### src/rtl/chain_cnt_pkg.sv
`timescale 1ns/1ps
package chain_cnt_pkg;
  // Action taken by a stage at the next rising edge, lowest to highest priority.
  typedef enum logic [1:0] {
    OP_HOLD  = 2'd0,
    OP_COUNT = 2'd1,
    OP_LOAD  = 2'd2,
    OP_CLEAR = 2'd3
  } cnt_op_e;
endpackage

### src/rtl/cnt_ctrl.sv
`timescale 1ns/1ps
module cnt_ctrl
  import chain_cnt_pkg::*;
(
  input  logic    clear_req,
  input  logic    load_n,
  input  logic    step,
  output cnt_op_e op
);
  // clear over load, load over count, count over hold.
  always_comb begin
    if (clear_req)    op = OP_CLEAR;
    else if (!load_n) op = OP_LOAD;
    else if (step)    op = OP_COUNT;
    else              op = OP_HOLD;
  end
endmodule

### src/rtl/cnt_stage.sv
`timescale 1ns/1ps
module cnt_stage
  import chain_cnt_pkg::*;
#(
  parameter int W         = 4,
  parameter bit ASYNC_CLR = 1'b0
) (
  input  logic         clk,
  input  logic         clr_n,
  input  logic         load_n,
  input  logic         ent,
  input  logic         enp,
  input  logic [W-1:0] d,
  output logic [W-1:0] q,
  output logic         rco
);
  localparam logic [W-1:0] ALL_ONES = '1;
  localparam logic [W-1:0] ONE      = W'(1);

  logic         clear_req;
  cnt_op_e      op;
  logic [W-1:0] q_r;
  logic [W-1:0] q_nxt;

  // An immediate clear acts outside the edge-timed mux.
  assign clear_req = ASYNC_CLR ? 1'b0 : !clr_n;

  cnt_ctrl u_ctrl (
    .clear_req (clear_req),
    .load_n    (load_n),
    .step      (enp & ent),
    .op        (op)
  );

  always_comb begin
    unique case (op)
      OP_CLEAR: q_nxt = '0;
      OP_LOAD:  q_nxt = d;
      OP_COUNT: q_nxt = q_r + ONE;
      default:  q_nxt = q_r;
    endcase
  end

  generate
    if (ASYNC_CLR) begin : g_async_clr
      always_ff @(posedge clk or negedge clr_n) begin
        if (!clr_n) q_r <= '0;
        else        q_r <= q_nxt;
      end
    end else begin : g_sync_clr
      always_ff @(posedge clk) begin
        q_r <= q_nxt;
      end
    end
  endgenerate

  assign q   = q_r;
  // carry out is combinational, gated by ent only.
  assign rco = ent & (q_r == ALL_ONES);
endmodule

### src/rtl/chain_counter.sv
`timescale 1ns/1ps
module chain_counter #(
  parameter int STAGE_W   = 4,
  parameter int STAGES    = 2,
  parameter bit ASYNC_CLR = 1'b0
) (
  input  logic                        clk,
  input  logic                        clr_n,
  input  logic                        load_n,
  input  logic                        ent,
  input  logic                        enp,
  input  logic [STAGE_W*STAGES-1:0]   d,
  output logic [STAGE_W*STAGES-1:0]   q,
  output logic                        rco
);
  localparam int WIDTH = STAGE_W * STAGES;

  // carry[k] is the ent of stage k; carry[STAGES] leaves the block.
  logic [STAGES:0] carry;
  assign carry[0] = ent;

  // each stage's carry enables the stage above; enp is shared.
  generate
    for (genvar g = 0; g < STAGES; g++) begin : g_stage
      cnt_stage #(
        .W         (STAGE_W),
        .ASYNC_CLR (ASYNC_CLR)
      ) u_stage (
        .clk    (clk),
        .clr_n  (clr_n),
        .load_n (load_n),
        .ent    (carry[g]),
        .enp    (enp),
        .d      (d[g*STAGE_W +: STAGE_W]),
        .q      (q[g*STAGE_W +: STAGE_W]),
        .rco    (carry[g+1])
      );
    end
  endgenerate

  assign rco = carry[STAGES];
endmodule

### config.mk
export PLATFORM = sky130hd
export DESIGN_NAME = chain_counter
export DESIGN_NICKNAME = d
export VERILOG_FILES = /design/src/rtl/chain_cnt_pkg.sv /design/src/rtl/cnt_ctrl.sv /design/src/rtl/cnt_stage.sv /design/src/rtl/chain_counter.sv
export SDC_FILE = /design/constraint.sdc
export NUM_CORES = 1
export LEC_CHECK = 0
export BUFFER_PORTS_ARGS = -buffer_cell sky130_fd_sc_hd__clkbuf_2
export CAP_MARGIN = 20
export CORE_MARGIN = 2
export CORE_UTILIZATION = 27
export CTS_CLUSTER_DIAMETER = 100
export DETAILED_ROUTE_END_ITERATION = 8
export GPL_ROUTABILITY_DRIVEN = 0
export PLACE_DENSITY = 0.58
export SLEW_MARGIN = 20
export SYNTH_ARGS = -nofsm -noshare
export SYNTH_HDL_FRONTEND = slang
export SYNTH_SLANG_ARGS = --single-unit
export TNS_END_PERCENT = 5
### constraint.sdc
create_clock -name clk -period 2.3 [get_ports clk]
set_input_delay 0.46 -clock clk [delete_from_list [all_inputs] [get_ports clk]]
set_output_delay 0.46 -clock clk [all_outputs]
set_load 0.005 [all_outputs]
# ---- After elaboration in Yosys (flattened, before gate mapping)
# Index checks and enable logic that the tools add are counted.
dict set report word_totals {
  out_inout_bits 9
  regBits 8
  inputBits 13
  elab_cells 26
}
dict set report op_classes {
  n_reduce_logical 2
  n_addsub 2
  muxes 8
  bitwise_logic 4
  n_eq_ne 8
}
# operator n
set ops {}
lappend ops {{4-bit one-hot mux with 3 select lines} 2}
lappend ops {{4-bit by 1-bit adder with 4-bit output, second input constant} 2}
lappend ops {{2-bit equality test, second input constant} 4}
lappend ops {{4-bit equality test, second input constant} 2}
lappend ops {{2-bit two-way mux} 4}
lappend ops {{3-bit nonzero test} 2}
lappend ops {{1-bit bitwise AND} 4}
lappend ops {{2-bit by 1-bit equality test with 1-bit output, second input constant} 2}
lappend ops {{1-bit two-way mux} 2}

# ---- Depth between registers and ports, before layout
dict set report depth {
  word_depth 8
  depth_mapped 4
  ltp_nobuf 4
}

# ---- Cells and area by module
# A second synthesis with hierarchy kept.
dict set report hier_totals {
  hier_cells 58
  hier_area_um2 603.1
}
# module instances area_each_um2 cells_each seq_area_each_um2
set by_module_without_submodules {}
lappend by_module_without_submodules {cnt_stage 2 287.8 27 120.1}
lappend by_module_without_submodules {cnt_ctrl 2 13.8 2 0.0}

# ---- Worst setup path after synthesis
# No wires, ideal clock.
dict set report synth_timing {
  path_type {register -> register}
  from {register g_stage[0].u_stage.q_r[0]}
  to {register g_stage[1].u_stage.q_r[0], enable pin}
  path_stages_with_launch 4
  setup_time_ns 0.345
  synth_period_minus_slack_ns 1.392
  path_buffers 0
  setup_slack_ns 0.908
  arrival_time_ns 1.047
  required_time_ns 1.955
  path_cell_list {edfxtp_1 -> ha_1 -> nand3_1 -> o211ai_1}
}
dict set report synth_via {
  elab_chain_cells 8
  elab_cells_between_ends 10
  classes_between {eq/ne: 4; mux: 3; bitwise: 2; reduce/logical: 1}
}
# item line_no
set synth_rtl {}
lappend synth_rtl {{from (decl)} cnt_stage.sv:22} ;# logic [W-1:0] q_r;
lappend synth_rtl {{from (signal assigned)} cnt_stage.sv:52} ;# q_r <= q_nxt;
lappend synth_rtl {{4-bit equality test (*)} cnt_stage.sv:59} ;# assign rco = ent & (q_r == ALL_ONES);
lappend synth_rtl {{1-bit bitwise AND (*)} cnt_stage.sv:59}
lappend synth_rtl {{1-bit bitwise AND (*)} cnt_stage.sv:31} ;# .step (enp & ent),
lappend synth_rtl {{1-bit two-way mux (*)} cnt_ctrl.sv:14} ;# else if (step) op = OP_COUNT;
lappend synth_rtl {{2-bit two-way mux (*)} cnt_ctrl.sv:13} ;# else if (!load_n) op = OP_LOAD;
lappend synth_rtl {{2-bit two-way mux (*)} cnt_ctrl.sv:12} ;# if (clear_req) op = OP_CLEAR;
lappend synth_rtl {{2-bit equality test or 2-bit by 1-bit equality test with 1-bit output (tied branches)} cnt_stage.sv:36} ;# unique case (op)
lappend synth_rtl {{3-bit nonzero test (no source line) (*)} --}
lappend synth_rtl {{to (signal assigned)} cnt_stage.sv:52}
lappend synth_rtl {{to (decl)} cnt_stage.sv:22}
# Every way passes the cells marked *; elsewhere a longest branch is shown, timed or not.
# A chain may end at the register's enable or synchronous reset.

# ---- Final worst setup path
dict set report layout_timing {
  from {register g_stage[0].u_stage.q_r[0]}
  to {output port rco}
}
dict set report layout_via {
  elab_chain_cells 3
}
# item line_no
set layout_rtl {}
lappend layout_rtl {{4-bit equality test} cnt_stage.sv:59}
lappend layout_rtl {{1-bit bitwise AND (2 in a row)} cnt_stage.sv:59}
lappend layout_rtl {{to (decl)} chain_counter.sv:14} ;# output logic rco
# No other way between the ends.

==> impl_metrics.json <==
{
  "finalClockSkew_ns": 0.00185,
  "vias": 389,
  "post-synth-top-area-cell": "edfxtp_1",
  "min_to": "g_stage[0].u_stage.q[3]$_DFFE_PP_",
  "syn_nets": 55,
  "nets": 80,
  "grt_overflow": 0,
  "async_flop_share_pct": 0,
  "dpl_cell_area_um2": 572,
  "syn_inst": 40,
  "status": "finished clean",
  "cts-root-buf": "clkbuf_4",
  "finalCriticalPeriod_ns": 1.76,
  "finalMaxSlewViolations": 0,
  "setup_tns_ns": 0,
  "arrival_ns": 1.30,
  "largest_reg_flops": 8,
  "worst_slew_pin_slew_ns": 0.571,
  "yosysMostFrequentCell": "edfxtp_1",
  "clock-sinks": 8,
  "first_global_vias": 339,
  "required_ns": 1.84,
  "drive_gt1_share_pct": 46.0,
  "crit_path_max_fanout": 4,
  "critPathKind": "register to output port",
  "min_path_type": "input pin to register",
  "rr_endpoint": "g_stage[1].u_stage.q[1]$_DFFE_PP_",
  "cellLeakagePower_nw": 0.268,
  "die_x_um": 45.2,
  "timing.rr.start": "g_stage[0].u_stage.q[0]$_DFFE_PP_",
  "final_core_util_pct": 38.6,
  "clk_pin_slew_worst_paths_ns": 0.05,
  "crit_chain": "ha_1 > nand3_1 > nor2_1 > clkbuf_2",
  "drt-total-wl_um": 970,
  "syn_to_final_growth_pct": 29.8,
  "cts_buffers": 3,
  "syn_avg_cell_area_um2": 11.4,
  "max-cap-violations": 0,
  "start_kind": "register",
  "io_buffers": 21,
  "maxSlewHeadroom_pct": 61.9,
  "ys_top_cells_by_area": "edfxtp_1, a22o_2, ha_1, nand2_1, nand3_1",
  "critPathCaptureType": "output port",
  "drt_iter0_drc": 12,
  "rsz0062_at_grt": "no",
  "reg2reg_slack_ns": 0.72,
  "dp_hpwl_um": 803,
  "hold_ws_ns": 0.485,
  "grt_pass1_wl_mm": 1.47,
  "cts_setup_buffers": 0,
  "hold_start": "d[3]",
  "ys_types": 17,
  "hold_viol": 0,
  "synth-edff-count": 8,
  "path_buf_inv": 1,
  "tritoncts": "yes",
  "drtAntennaViolNets": 0,
  "cts-htree-levels": 1,
  "diodes": 0,
  "irDropWorstVdd_mv": 0.256,
  "yosysTopAreaCellShare_pct": 52.5,
  "vias_per_cell": 4.92,
  "core_region_area_um2": 1540,
  "grt_max_degree": 9,
  "post_cts_resized": 0,
  "ctsHoldBuffers": 0,
  "synth_seq_area_share_pct": 52.5,
  "crit_start": "g_stage[0].u_stage.q[0]$_DFFE_PP_",
  "fin_crit_sh_pct": 76.3,
  "ff2ff_path_depth": 3,
  "cpMaxStageDelayCell": "edfxtp_1",
  "p_per_area_nw_per_um2": 568,
  "fmax_mhz": 570,
  "cts.path.max_buffers": 2,
  "clk_latency_ns": 0.25,
  "yosys_register_bits": 8,
  "ys_warn_count": 0,
  "stdcell_area_um2": 594,
  "ios": 22,
  "rows": 14,
  "grt_usage_pct": 10.5,
  "initial_utilization_pct": 29.7,
  "syn-cell-area_um2": 458,
  "drc": 0,
  "hold_depth": 3,
  "die_y_um": 45.2,
  "dieArea_um2": 2040,
  "setup_viol_count_final": 0,
  "synth_common_cells": "edfxtp_1, nand2_1, nand3_1, o21ai_0, a22o_2",
  "crit_family": "flip-flops",
  "wl_per_cell_um": 12.3,
  "synthFlopType": "edfxtp_1",
  "grt_antenna_before_repair": 0,
  "worst_path_largest_cell_delay_ns": 0.43,
  "drtPass1Iterations": 4
}
cells by family after synthesis:
| kind of cell | count (synthesis) | share of synthesized area [%] |
|---|---|---|
| AND/OR/NAND/NOR | 15 | 16.9 |
| AO/OA/AOI/OAI | 9 | 14.2 |
| flip-flops | 8 | 52.5 |
| XOR/XNOR | 4 | 7.65 |
| buffers and inverters | 2 | 3.28 |
| adder cells (fa/ha/maj) | 2 | 5.46 |
stage by stage:
| stage | std cells | power, mW | worst slack, ns |
|---|---|---|---|
| floorplan | 40 | 0.209 | 0.908 |
| global placement | 76 | 0.236 | 0.713 |
| detailed placement | 76 | 0.237 | 0.717 |
| CTS | 79 | 0.343 | 0.526 |
| global route | 79 | 0.359 | 0.446 |
| finish | 79 | 0.338 | 0.545 |
how the worst max path moves through the flow:
stage | cells past startpoint | slack [ns] | to
final | 4 | 0.54 | rco
after global routing | 4 | 0.45 | rco
after CTS | 4 | 0.53 | rco
after detailed placement | 3 | 0.72 | g_stage[1].u_stage.q[0]$_DFFE_PP_
after global placement | 3 | 0.71 | g_stage[1].u_stage.q[2]$_DFFE_PP_
after floorplan | 3 | 0.91 | g_stage[1].u_stage.q[0]$_DFFE_PP_
worst min-delay path, delay by kind of cell:
family / cells / cell delay, ns
and+or+nand+nor: 1 / 0.04
AOI/OAI and AO/OA: 1 / 0.06
buffers and inverters: 1 / 0.07
layout make-up:
| cell class | instances | area [µm²] |
|---|---|---|
| fill | 167 | 947 |
| timing repair buffer | 21 | 105 |
| clock buffer | 3 | 22.5 |
| inverter | 1 | 3.75 |
| sequential | 8 | 240 |
| multi-input combinational | 30 | 203 |
| tap | 16 | 20.0 |
layout by cell type (no fill, tap or decap):
master,instances
a22o_2,3
xnor2_1,2
o21ai_0,4
nor2_2,1
nor2b_1,1
inv_1,1
clkbuf_4,3
clkbuf_2,21
nand3_1,4
nand2_1,6
edfxtp_1,8
xor2_1,2
o211ai_1,1
nand4_2,1
ha_1,2
nor2_1,1
nand4_1,1
o31ai_1,1
power by group:
group	switching (mW)	leakage [nW]	internal, mW	total (mW)
sequential	0.0109	0.0889	0.174	0.185
combinational	0.0232	0.165	0.0254	0.0486
clock	0.0452	0.0138	0.0595	0.105
total	0.0792	0.268	0.259	0.338
metal layers:
metal	GRT usage, %	routed length (µm)	vias up	share of wire (%)
met4	5.29	12	0	1.2
li1	-	-	198	-
met3	6.00	75	2	7.7
met2	15.4	463	11	48
met1	12.3	418	178	43
met5	0	0	-	0
(Power assumes the default switching activity.)
